[src/rtl/tsq_pkg.sv]
package tsq_pkg;
    // Global register: soft reset control position
    localparam int SRST_BIT = 11;
    // Offsets inside a port block (address bits [3:0])
    localparam logic [3:0] OFS_CFG  = 4'h0;
    localparam logic [3:0] OFS_STAT = 4'h4;
    // Config word field positions (threshold occupies the low bits)
    localparam int CFG_EN_BIT = 4;
    // Status word field positions (valid bitmap occupies the low bits)
    localparam int STAT_OVF_BIT   = 8;
    localparam int STAT_CNT_LSB   = 16;
    localparam int STAT_CAUSE_BIT = 24;
endpackage

[src/rtl/tsq_port_slice.sv]
module tsq_port_slice #(
    parameter  int SLOTS = 4,
    parameter  int TS_W  = 16,
    parameter  int THR_W = 3,
    localparam int CW    = $clog2(SLOTS + 1),
    localparam int SW    = $clog2(SLOTS)
) (
    input  logic                        clk,
    input  logic                        por_n,
    input  logic                        soft_rst,
    input  logic [TS_W-1:0]             time_now,
    input  logic                        cap,
    input  logic                        rd_en,
    input  logic [SW-1:0]               rd_idx,
    input  logic [THR_W-1:0]            cfg_thr,
    input  logic                        cfg_en,
    output logic [SLOTS-1:0]            valid_o,
    output logic [CW-1:0]               cnt_o,
    output logic                        ovf_o,
    output logic                        cause_o,
    output logic [TS_W-1:0]             rd_ts_o
);
    typedef struct packed {
        logic [SLOTS-1:0]            valid;
        logic [SLOTS-1:0][TS_W-1:0]  mem;
        logic [CW-1:0]               cnt;
        logic [THR_W-1:0]            athr;   // threshold in force when cause rose
        logic                        ovf;
        logic                        cause;
    } slice_t;

    slice_t        s_d, s_q;
    logic          rd_hit;
    logic          free_ok;
    logic [SW-1:0] free_idx;

    always_comb begin
        s_d      = s_q;
        rd_hit   = rd_en && s_q.valid[rd_idx];
        free_ok  = 1'b0;
        free_idx = '0;
        // descending scan leaves the lowest free slot selected
        for (int i = SLOTS - 1; i >= 0; i--) begin
            if (!s_q.valid[i]) begin
                free_ok  = 1'b1;
                free_idx = SW'(i);
            end
        end
        if (rd_hit) begin
            s_d.valid[rd_idx] = 1'b0;
        end
        if (cap) begin
            if (free_ok) begin
                s_d.valid[free_idx] = 1'b1;
                s_d.mem[free_idx]   = time_now;
            end else begin
                s_d.ovf = 1'b1;
            end
        end
        s_d.cnt = s_q.cnt + CW'(cap && free_ok) - CW'(rd_hit);
        // clear is judged only when the count actually falls
        if ((s_d.cnt < s_q.cnt) && (int'(s_d.cnt) < int'(s_q.athr))) begin
            s_d.cause = 1'b0;
        end else if (cfg_en && (int'(s_q.cnt) >= int'(cfg_thr))) begin
            if (!s_q.cause) begin
                s_d.athr = cfg_thr;
            end
            s_d.cause = 1'b1;
        end
        if (soft_rst) begin
            s_d = '0;
        end
    end

    always_ff @(posedge clk) begin
        if (!por_n) begin
            s_q <= '0;
        end else begin
            s_q <= s_d;
        end
    end

    assign valid_o = s_q.valid;
    assign cnt_o   = s_q.cnt;
    assign ovf_o   = s_q.ovf;
    assign cause_o = s_q.cause;
    assign rd_ts_o = s_q.valid[rd_idx] ? s_q.mem[rd_idx] : '0;
endmodule

[src/rtl/tsq_regbank.sv]
module tsq_regbank
    import tsq_pkg::*;
#(
    parameter  int NP    = 4,
    parameter  int SLOTS = 4,
    parameter  int TS_W  = 16,
    parameter  int THR_W = 3,
    localparam int CW    = $clog2(SLOTS + 1),
    localparam int SW    = $clog2(SLOTS)
) (
    input  logic                         clk,
    input  logic                         por_n,
    input  logic                         mac_rst_n,
    input  logic                         bus_wr,
    input  logic                         bus_rd,
    input  logic [7:0]                   bus_addr,
    input  logic [31:0]                  bus_wdata,
    input  logic [NP-1:0][SLOTS-1:0]     valid_i,
    input  logic [NP-1:0][CW-1:0]        cnt_i,
    input  logic [NP-1:0]                ovf_i,
    input  logic [NP-1:0]                cause_i,
    input  logic [NP-1:0][TS_W-1:0]      ts_i,
    output logic                         soft_rst_o,
    output logic [NP-1:0][THR_W-1:0]     cfg_thr_o,
    output logic [NP-1:0]                cfg_en_o,
    output logic [NP-1:0]                slot_rd_o,
    output logic [SW-1:0]                slot_idx_o,
    output logic [31:0]                  bus_rdata
);
    typedef struct packed {
        logic                     sr;
        logic [NP-1:0][THR_W-1:0] thr;
        logic [NP-1:0]            en;
    } regs_t;

    regs_t       r_d, r_q;
    logic [31:0] rdata_d, rdata_q;
    logic [31:0] rv;
    logic [NP-1:0] port_sel;
    logic [3:0]  ofs;
    logic        slot_ok;
    logic        unused_wbits;

    assign ofs     = bus_addr[3:0];
    assign slot_ok = ofs[3] && (int'(ofs[2:0]) < SLOTS);
    assign unused_wbits = ^{bus_wdata[31:SRST_BIT+1], bus_wdata[SRST_BIT-1:CFG_EN_BIT+1],
                            bus_wdata[CFG_EN_BIT-1:THR_W]};

    for (genvar p = 0; p < NP; p++) begin : g_sel
        assign port_sel[p]  = (bus_addr[7:4] == 4'(p + 1));
        assign slot_rd_o[p] = bus_rd && port_sel[p] && slot_ok;
    end

    always_comb begin
        r_d = r_q;
        rv  = '0;
        if (bus_wr && (bus_addr == 8'h00)) begin
            r_d.sr = bus_wdata[SRST_BIT];
        end
        if (bus_addr == 8'h00) begin
            rv[SRST_BIT] = r_q.sr;
        end
        for (int p = 0; p < NP; p++) begin
            if (bus_wr && port_sel[p] && (ofs == OFS_CFG)) begin
                r_d.thr[p] = bus_wdata[THR_W-1:0];
                r_d.en[p]  = bus_wdata[CFG_EN_BIT];
            end
            if (port_sel[p]) begin
                if (ofs == OFS_CFG) begin
                    rv[THR_W-1:0]  = r_q.thr[p];
                    rv[CFG_EN_BIT] = r_q.en[p];
                end else if (ofs == OFS_STAT) begin
                    rv[SLOTS-1:0]           = valid_i[p];
                    rv[STAT_OVF_BIT]        = ovf_i[p];
                    rv[STAT_CNT_LSB +: CW]  = cnt_i[p];
                    rv[STAT_CAUSE_BIT]      = cause_i[p];
                end else if (slot_ok) begin
                    rv[TS_W-1:0] = ts_i[p];
                end
            end
        end
        rdata_d = bus_rd ? rv : rdata_q;
    end

    always_ff @(posedge clk) begin
        if (!por_n) begin
            r_q <= '0;
        end else begin
            r_q <= r_d;
        end
    end

    // read-data register sits on the MAC side and follows its reset
    always_ff @(posedge clk) begin
        if (!por_n || !mac_rst_n) begin
            rdata_q <= '0;
        end else begin
            rdata_q <= rdata_d;
        end
    end

    assign soft_rst_o = r_q.sr;
    assign cfg_thr_o  = r_q.thr;
    assign cfg_en_o   = r_q.en;
    assign slot_idx_o = ofs[SW-1:0];
    assign bus_rdata  = rdata_q;
endmodule

[src/rtl/tsq_irq_unit.sv]
module tsq_irq_unit #(
    parameter  int NUM_PORTS = 4,
    parameter  int SLOTS     = 4,
    parameter  int TS_W      = 16,
    parameter  int THR_W     = 3,
    localparam int CW        = $clog2(SLOTS + 1),
    localparam int SW        = $clog2(SLOTS)
) (
    input  logic                  clk,
    input  logic                  por_rst_n,
    input  logic                  mac_rst_n,
    input  logic [NUM_PORTS-1:0]  cap_strobe,
    input  logic                  bus_wr,
    input  logic                  bus_rd,
    input  logic [7:0]            bus_addr,
    input  logic [31:0]           bus_wdata,
    output logic [31:0]           bus_rdata,
    output logic                  quad_irq
);
    logic                                soft_rst;
    logic [NUM_PORTS-1:0][THR_W-1:0]     cfg_thr;
    logic [NUM_PORTS-1:0]                cfg_en;
    logic [NUM_PORTS-1:0]                slot_rd;
    logic [SW-1:0]                       slot_idx;
    logic [NUM_PORTS-1:0][SLOTS-1:0]     valid;
    logic [NUM_PORTS-1:0][CW-1:0]        cnt;
    logic [NUM_PORTS-1:0]                ovf;
    logic [NUM_PORTS-1:0]                cause;
    logic [NUM_PORTS-1:0][TS_W-1:0]      rd_ts;
    logic [TS_W-1:0]                     timer_d, timer_q;

    always_comb begin
        timer_d = soft_rst ? '0 : timer_q + TS_W'(1);
    end

    always_ff @(posedge clk) begin
        if (!por_rst_n) begin
            timer_q <= '0;
        end else begin
            timer_q <= timer_d;
        end
    end

    tsq_regbank #(
        .NP(NUM_PORTS), .SLOTS(SLOTS), .TS_W(TS_W), .THR_W(THR_W)
    ) u_regs (
        .clk(clk), .por_n(por_rst_n), .mac_rst_n(mac_rst_n),
        .bus_wr(bus_wr), .bus_rd(bus_rd), .bus_addr(bus_addr), .bus_wdata(bus_wdata),
        .valid_i(valid), .cnt_i(cnt), .ovf_i(ovf), .cause_i(cause), .ts_i(rd_ts),
        .soft_rst_o(soft_rst), .cfg_thr_o(cfg_thr), .cfg_en_o(cfg_en),
        .slot_rd_o(slot_rd), .slot_idx_o(slot_idx), .bus_rdata(bus_rdata)
    );

    for (genvar p = 0; p < NUM_PORTS; p++) begin : g_port
        tsq_port_slice #(
            .SLOTS(SLOTS), .TS_W(TS_W), .THR_W(THR_W)
        ) u_slice (
            .clk(clk), .por_n(por_rst_n), .soft_rst(soft_rst), .time_now(timer_q),
            .cap(cap_strobe[p]), .rd_en(slot_rd[p]), .rd_idx(slot_idx),
            .cfg_thr(cfg_thr[p]), .cfg_en(cfg_en[p]),
            .valid_o(valid[p]), .cnt_o(cnt[p]), .ovf_o(ovf[p]),
            .cause_o(cause[p]), .rd_ts_o(rd_ts[p])
        );
    end

    assign quad_irq = |cause;
endmodule

[config.mk]
export PLATFORM = sky130hd
export DESIGN_NAME = tsq_irq_unit
export DESIGN_NICKNAME = d
export VERILOG_FILES = /design/src/rtl/tsq_pkg.sv /design/src/rtl/tsq_port_slice.sv /design/src/rtl/tsq_regbank.sv /design/src/rtl/tsq_irq_unit.sv
export SDC_FILE = /design/constraint.sdc
export NUM_CORES = 1
export LEC_CHECK = 0
export CORE_UTILIZATION = 60
export DETAILED_ROUTE_END_ITERATION = 8
export DONT_BUFFER_PORTS = 1
export PLACE_DENSITY = 0.76
export SYNTH_ARGS = -nofsm -noshare
export SYNTH_HDL_FRONTEND = slang
export SYNTH_SLANG_ARGS = --single-unit
[constraint.sdc]
create_clock -name clk -period 8.8 [get_ports clk]
set_input_delay 1.76 -clock clk [delete_from_list [all_inputs] [get_ports clk]]
set_output_delay 1.76 -clock clk [all_outputs]
set_load 0.01 [all_outputs]
# Word level (Yosys, flattened, before mapping)
# Cells that the tools add are included.
classes:
  n_bitwise: 22
  n_reduce_logical: 62
  n_eq_ne: 5
  order_cmp: 23
  n_addsub: 9
  n_mux: 150
op_table:
  columns: ["cell", "n"]
  rows:
  - ["2-to-1 mux 68 bit", 8]
  - ["2-to-1 mux 16 bit", 19]
  - ["bitwise mux 64 bit", 4]
  - ["binary-select mux 16 bit (select 2 bit)", 4]
  - ["demux 16 bit (select 2 bit)", 4]
  - ["2-to-1 mux 19 bit", 4]
  - ["2-to-1 mux 4 bit", 16]
  - ["2-to-1 mux 14 bit", 4]
  - ["2-to-1 mux 1 bit", 50]
  - ["logical AND 1 bit", 39]
  - ["2-to-1 mux 2 bit", 16]
  - ["2-to-1 mux 7 bit", 4]
  - ["< comparator 3 bit", 8]
  - ["2-to-1 mux 3 bit", 8]
  - ["adder 16 x 1 -> 16 bit, second input constant", 1]
  - ["bitwise AND 4 bit", 4]
  - ["OR 4 bit", 4]
  - ["AND reduction 2 bit", 8]
  - ["< comparator 2 x 3 -> 1 bit, second input constant", 5]
  - ["NOT 1 bit", 13]
  - ["adder 3 x 1 -> 3 bit", 4]
  - [">= comparator 3 bit", 4]
  - ["AND reduction 3 bit", 4]
  - ["OR reduction 3 bit", 4]
  - ["15 further kinds", 32]
totals:
  wordCells: 318
  inputBits: 49
  register_bits: 357

# Logic depth before layout (Yosys ltp)
# Gate-level depths: netlist of run 1.
depth:
  depth_word: 24
  ltp_mapped: 20
  mapped_depth_nobuf: 17

# By module
# Synthesis of run 1 repeated with hierarchy kept, for this count alone.
hier_totals:
  hier_cells: 2131
  hier_area_um2: 17616.9
modules_own_cells:
  columns: ["mod", "area_per_inst_um2", "seq_area_each_um2", "n_inst", "cells_per_inst"]
  rows:
  - ["tsq_port_slice at g_port[1].u_slice ...", 3530.9, 1521.5, 2, 417]
  - ["tsq_port_slice at g_port[0].u_slice", 3535.9, 1521.5, 1, 417]
  - ["tsq_port_slice at g_port[3].u_slice", 3504.6, 1521.5, 1, 415]
  - ["tsq_regbank", 2793.9, 740.7, 1, 381]
  - ["tsq_irq_unit", 720.7, 320.3, 1, 84]

# Least setup slack after synthesis of run 1
# Ideal clock, no wire load.
synth_path:
  kind: "input-to-reg"
  from: "input port bus_addr[1]"
  to: "register g_port[2].u_slice.s_q[4] in the netlist's numbering"
  setup_time_ns: 0.128
  setup_slack_ns: 3.673
  n_path_buf: 2
  arrival_ns: 4.999
  cell_stages: 19
  cell_sequence: "buf_4 mux4_2 and2_1 buf_4 nand2_1 inv_1 ha_1 inv_1 ha_1 inv_1 fa_1 xnor2_1 xnor2_1 ha_1 inv_1 o221ai_1 o2111ai_1 mux2i_1 nor2_1"
synth_via:
  elab_chain_cells: 9
synth_lines:
  columns: ["element", "line_no", "rtl"]
  rows:
  - ["start: declaration", "tsq_irq_unit.sv:15", "input logic [7:0] bus_addr,"]
  - ["< comparator 3 bit", "tsq_regbank.sv:45", "assign slot_ok = ofs[3] && (int'(ofs[2:0]) < SLOTS);"]
  - ["logical AND 1 bit", "tsq_regbank.sv:45", null]
  - ["logical AND 1 bit", "tsq_regbank.sv:51", "assign slot_rd_o[p] = bus_rd && port_sel[p] && slot_ok;"]
  - ["logical AND 1 bit *", "tsq_port_slice.sv:39", "rd_hit = rd_en && s_q.valid[rd_idx];"]
  - ["subtractor 3 x 1 -> 3 bit *", "tsq_port_slice.sv:60", "s_d.cnt = s_q.cnt + CW'(cap && free_ok) - CW'(rd_hit);"]
  - ["< comparator 3 bit", "tsq_port_slice.sv:62", "if ((s_d.cnt < s_q.cnt) && (int'(s_d.cnt) < int'(s_q.athr))) begin"]
  - ["logical AND 1 bit *", "tsq_port_slice.sv:62", null]
  - ["NOT 1 bit (no line) *", null, null]
  - ["AND reduction 3 bit (no line) *", null, null]
  - ["end signal: assignment", "tsq_port_slice.sv:77", "s_q <= '0;"]
  - ["end signal: assignment", "tsq_port_slice.sv:79", "s_q <= s_d;"]
  - ["end: declaration", "tsq_port_slice.sv:32", "slice_t s_d, s_q;"]
# Mark *: on every way between the ends. The rest lies on a longest branch, timed or not. The select of a mux whose other input is x is not followed.
# A chain may end at the register's enable or synchronous reset.

# Final worst setup path of run 1
layout_path:
  from: "input port bus_addr[7]"
  to: "register g_port[2].u_slice.s_q[3] in the netlist's numbering"
layout_via:
  elab_chain_cells: 9
layout_lines:
  columns: ["element", "line_no", "rtl"]
  rows:
  - ["== test 4 x 2 -> 1 bit *", "tsq_regbank.sv:50", "assign port_sel[p] = (bus_addr[7:4] == 4'(p + 1));"]
  - ["logical AND 1 bit * (2 in a row)", "tsq_regbank.sv:51", null]
  - ["logical AND 1 bit *", "tsq_port_slice.sv:39", null]
  - ["subtractor 3 x 1 -> 3 bit *", "tsq_port_slice.sv:60", null]
  - ["< comparator 3 bit", "tsq_port_slice.sv:62", null]
  - ["logical AND 1 bit *", "tsq_port_slice.sv:62", null]
  - ["NOT 1 bit (no line) *", null, null]
  - ["AND reduction 3 bit (no line) *", null, null]
# Mark *: on every way between the ends. The rest lies on a longest branch, timed or not.

==> impl_metrics.csv, run 1 <==
group,metric,value,unit
layout,nets,1949,
logic_synthesis,syn-mean-instance-area,8.40,µm²
critical_path,path_class,"input pin to flop",
layout,multi_input_area,8400,µm²
clock_network,path_clk_slew,0.06,ns
global_routing,grt_pass1_wl,69.4,mm
routing,first_iter_violations,1421,
routing,drc,0,
logic_synthesis,yosysWarnings,0,
logic_synthesis,dominantRegCellSynth,"dfxtp_1",
logic_synthesis,synthTopCellsByArea,"dfxtp_1 (43%), nand2_1 (13%), a21oi_1 (9.7%), mux4_2 (9.3%), clkbuf_1 (2.9%)",
floorplanning,ios,82,
clock_network,clk_latency,0.54,ns
sta,hold_viol,0,
clock_network,cts_hold_buf,0,
status,status,"complete, no violations",
layout,instances_no_fill,2230,
place,place_ws,3.21,ns
power_and_ir_drop,leakage,6.14,nW
logic_synthesis,async_flop_share,0,%
layout,seqCellArea,7150,µm²
routing,wl,43.9,mm
logic_synthesis,seq_area_frac_synth,43.3,%
critical_path,crit_path_start_kind,"input pin",
logic_synthesis,synth_enable_flop_cells,0,
sta,fin_crit,5.12,ns
global_routing,grt_max_degree,159,
power_and_ir_drop,power_density,203,nW/µm²
sta,grt_setup_unrepaired,"false",
place,io_buffers,0,
clock_network,cts.htree.levels,2,
logic_synthesis,yosysMostFrequentCell,"nand2_1",
power_and_ir_drop,irDropWorstVdd,154,µV
critical_path,cp_max_fo,12,
global_routing,grt_pass1_vias,12900,
place,gp_congestion,0.928,
layout,antennaDiodeCount,0,
routing,post_drt_via_cell_ratio,6.13,
sta,finalSetupTns,0,ns
sta,clock_skew,0.0218,ns
sta,clock.fmax,0.195,GHz
clock_network,cts-root-buf,"clkbuf_16",
layout,area.growth.synth_to_final,7.61,%
logic_synthesis,ys_top_cells_by_count,"nand2_1 (557), dfxtp_1 (357), a21oi_1 (321)",
routing,final_antenna_net_count,0,
logic_synthesis,synth_area,16500,µm²
global_routing,antenna_found_initial,0,
logic_synthesis,syn-instance-count,1963,
floorplanning,start_util,61.2,%
floorplanning,die_x,168,µm
job,drv_cap,0,
floorplanning,die_area,28100,µm²
sta,setup_violations,0,
sta,slew_headroom,18.0,%
layout,layout-drive-gt1-share,9.26,%
logic_synthesis,synthDistinctLibCells,62,
sta,final-max-slew-violation-count,0,
sta,setup_slack,3.68,ns
routing,vias,13700,
clock_network,tritoncts,"built",
place,placed_area,16400,µm²
global_routing,grt.overflow.total,0,
global_routing,track_usage,31.3,%
critical_path,cp-end-kind,"flop",
floorplanning,die_h,168,µm
clock_network,cts_max_path_buffers,3,
routing,first_pass_iters,6,
sta,tightestPinTransition,1.22,ns
min_path,hold_path_class,"flop to flop",
floorplanning,placement_rows,60,
layout,fillerInstances,2200,
routing,wl_per_cell,19.7,µm
sta,finalCritPeriodShare,58.2,%
critical_path,worstPathArrival,5.50,ns
clock_network,cts_setup_buffers,0,
clock_network,clock_sinks,357,
logic_synthesis,yosysTopAreaCell,"dfxtp_1",
place,dp.cells,2160,
clock_network,numCtsBuffers,38,
logic_synthesis,synth.top_cell.area_share,43.3,%
clock_network,postCtsResizedCells,0,
critical_path,critical_path_required,9.18,ns
logic_synthesis,ys_seq_elements,357,
layout,finalInstanceArea,17700,µm²
floorplanning,fp.coreArea,27000,µm²
place,dp.final_hpwl,27.9,mm
==> power by group <==
part,internal [mW],switching [mW],total [mW]
registers,1.63,0.0291,1.66
clock network,1.05,0.665,1.71
logic,0.0849,0.138,0.223
==> worst paths after layout <==
check	slack, ns	startpoint	cells after the start	to
worst max-delay path	3.68	bus_addr[7]	18	g_port[2].u_slice.s_q[3]$_SDFFE_PP0P_
worst min-delay path	0.45	flop	2	flop
worst max register to register	4.64	g_port[2].u_slice.valid_o[0]$_SDFF_PP0_	17	g_port[2].u_slice.s_q[3]$_SDFFE_PP0P_
worst min register to register	0.45	flop	2	flop
==> cell families (layout without fill, tap and decap cells) <==
group | Yosys count | count (layout) | synth area share, %
DFF | 357 | 357 | 43.3
AOI/OAI and AO/OA | 451 | 451 | 15.3
muxes | 103 | 103 | 11.4
xor gates and xnor gates | 20 | 20 | 1.06
and+or+nand+nor | 753 | 753 | 19.4
adders and majority gates | 41 | 41 | 3.29
other | 1 | 12 | 0.0227
buffers and inverters | 237 | 152 | 6.19
==> per-stage QoR <==
stage	hold slack, ns	util [%]	total power [mW]
after floorplan	0.433	-	1.88
after CTS	0.453	65.8	3.61
after detailed placement	0.444	60.8	1.92
final	0.452	65.8	3.60
after global placement	0.438	60.8	1.91
after global routing	0.467	65.8	3.71
==> worst max-delay path: stages <==
cell and delay [ns]:
nor4bb_1 0.30, buf_4 0.25, and2_1 0.61, nand2_1 0.21
inv_1 0.11, ha_1 0.22, inv_1 0.06, ha_1 0.13
inv_1 0.05, fa_1 0.37, xnor2_1 0.15, xnor2_1 0.17
ha_1 0.29, inv_1 0.04, o221ai_1 0.22, o2111ai_1 0.29
mux2i_1 0.23, nor2_1 0.05
==> cells in the final DEF, fill, tap and decap left out, types with 10 or more instances in the layout <==
master and instances:
a21oi_1 321, a22o_1 10, a22oi_1 34, and2_1 16, buf_4 21, clkbuf_16 39, clkbuf_8 10, conb_1 12
dfxtp_1 357, ha_1 37, inv_1 60, mux2i_1 35, mux4_2 68, nand2_1 557, nand2b_1 23, nand3_1 22
nor2_1 62, nor2b_1 26, o21ai_0 43, xnor2_1 10, xor2_1 10
==> routing by layer <==
metal / GRT usage (%) / vias up / wire length, µm
met2: 51.5 / 614 / 20900
met4: 13.6 / 0 / 1690
met5: 0 / - / 0
met1: 40.8 / 6507 / 18000
met3: 4.87 / 116 / 3380
li1: - / 6425 / -
==> cell type report <==
class | count | share of cell area [%]
Clock inverter | 16 | 1.31
Multi-Input combinational cell | 1380 | 47.3
Tap cell | 341 | 2.40
Timing Repair Buffer | 22 | 1.00
Clock buffer | 54 | 6.38
Sequential cell | 357 | 40.3
Inverter | 60 | 1.27
(Power assumes the default switching activity.)
==> run 2: changes to the inputs <==
- CORE_UTILIZATION: 60 -> 58
- clock period: 8.8 -> 4.6 ns (I/O delays scaled with it)
==> impl_metrics.csv, run 2 (same netlist as run 1, synthesis figures left out) <==
group,metric,value,unit
status,status,"complete, no violations",
layout,fillerInstances,2385,
sta,setup_violations,0,
power_and_ir_drop,leakage,6.12,nW
global_routing,grt_pass1_vias,12700,
floorplanning,die_area,29100,µm²
power_and_ir_drop,sw_frac_of_total,24.0,%
sta,clock.fmax,0.254,GHz
place,io_buffers,0,
layout,final_cell_mix,"nand2_1 (557), dfxtp_1 (357), a21oi_1 (321)",
sta,grt_setup_unrepaired,"false",
clock_network,clock_sinks,357,
clock_network,numCtsBuffers,39,
layout,final_common_cell,"nand2_1",
clock_network,cts.htree.levels,2,
global_routing,met1_usage,40.5,%
clock_network,cts_hold_buf,0,
routing,wl_per_cell,19.6,µm
layout,area.growth.synth_to_final,7.51,%
floorplanning,fp.coreArea,27900,µm²
place,gp_congestion,0.926,
critical_path,path_class,"input pin to flop",
power_and_ir_drop,clockPowerShare,45.3,%
layout,layout-drive-gt1-share,9.27,%
global_routing,grtUsageMet2,50.5,%
sta,final-max-slew-violation-count,0,
place,place_ws,0.199,ns
routing,drc,0,
routing,final_antenna_net_count,0,
min_path,hold_path_class,"flop to flop",
global_routing,grt_pass1_wl,69.6,mm
routing,vias,13700,
critical_path,crit_path_start_kind,"input pin",
clock_network,tritoncts,"built",
power_and_ir_drop,power_density,373,nW/µm²
critical_path,cp-end-kind,"flop",
clock_network,path_clk_slew,0.06,ns
clock_network,cts_setup_buffers,0,
critical_path,worstPathArrival,4.31,ns
place,dp.cells,2208,
power_and_ir_drop,switchingPower,1.59,mW
routing,first_iter_violations,1451,
global_routing,track_usage,30.7,%
global_routing,grt_max_degree,86,
power_and_ir_drop,p_int,5.02,mW
power_and_ir_drop,p_seq_share,48.0,%
floorplanning,placement_rows,61,
floorplanning,die_h,171,µm
clock_network,postCtsResizedCells,0,
sta,hold_viol,0,
global_routing,grt.overflow.total,0,
place,dp.final_hpwl,28.7,mm
routing,first_pass_iters,6,
global_routing,top_usage_layer,"met2",
sta,tightestPinTransition,1.19,ns
floorplanning,start_util,59.2,%
sta,finalCritPeriodShare,85.7,%
sta,slew_headroom,20.3,%
global_routing,antenna_found_initial,0,
sta,fin_crit,3.94,ns
clock_network,clk_latency,0.55,ns
job,drv_cap,0,
sta,clock_skew,0.0216,ns
sta,setup_slack,0.658,ns
critical_path,critical_path_required,4.96,ns
power_and_ir_drop,combPwrFrac,6.7,%
routing,wl,44.5,mm
layout,instances_no_fill,2276,
layout,antennaDiodeCount,0,
floorplanning,ios,82,
clock_network,cts-root-buf,"clkbuf_16",
layout,nets,1961,
routing,post_drt_via_cell_ratio,6.02,
floorplanning,die_x,171,µm
critical_path,cp_max_fo,76,
power_and_ir_drop,irDropWorstVdd,282,µV
sta,finalSetupTns,0,ns
global_routing,use_met3,4.46,%
clock_network,cts_max_path_buffers,3,
## run 2: stage by stage
step                hold slack [ns]  cell area (µm²)  utilization [%]  power, mW
floorplan                     0.433            16500                -       3.60
global placement              0.438            16500             59.2       3.65
detailed placement            0.444            16500             59.2       3.67
CTS                           0.452            17700             63.6       6.63
global route                  0.465            17700             63.6       6.82
finish                        0.451            17700             63.6       6.61
## run 2: power groups by stage
| stage | registers, mW | clock network [mW] | logic, mW |
|---|---|---|---|
| global placement | 3.24 | 0 | 0.414 |
| floorplan | 3.21 | 0 | 0.389 |
| global route | 3.18 | 3.15 | 0.491 |
| finish | 3.18 | 3.00 | 0.440 |
| detailed placement | 3.24 | 0 | 0.432 |
| CTS | 3.17 | 3.02 | 0.435 |
## run 2: worst paths after layout
check	from	to	slack (ns)	depth (start not counted)
max	bus_addr[0]	g_port[1].u_slice.s_q[3]$_SDFFE_PP0P_	0.66	17
min reg2reg	flop	flop	0.45	2
min	flop	flop	0.45	2
max reg2reg	g_port[1].u_slice.valid_o[3]$_SDFF_PP0_	g_port[1].u_slice.s_q[3]$_SDFFE_PP0P_	0.71	17
## run 2: area by class of cell
type	count	area, µm²	share of cell area [%]
Clock buffer	61	1160	6.54
Clock inverter	7	65.1	0.367
Inverter	60	225	1.27
Multi-Input combinational cell	1380	8400	47.4
Sequential cell	357	7150	40.3
Tap cell	378	473	2.67
Timing Repair Buffer	33	260	1.47
## run 2: worst max-delay path, stage by stage
cell and delay, ns:
mux4_2 0.50, and2_1 0.18, nand2_1 0.13, inv_1 0.07
ha_1 0.27, inv_1 0.06, ha_1 0.13, inv_1 0.05
fa_1 0.37, xnor2_1 0.23, xnor2_1 0.15, ha_1 0.30
inv_1 0.04, o221ai_1 0.28, o2111ai_1 0.28, mux2i_1 0.23
nor2_1 0.07
## run 2: metal layers
| layer | vias up | wire [µm] |
|---|---|---|
| li1 | 6432 | - |
| met1 | 6553 | 18400 |
| met2 | 612 | 20900 |
| met3 | 113 | 3500 |
| met4 | 0 | 1690 |
| met5 | - | 0 |
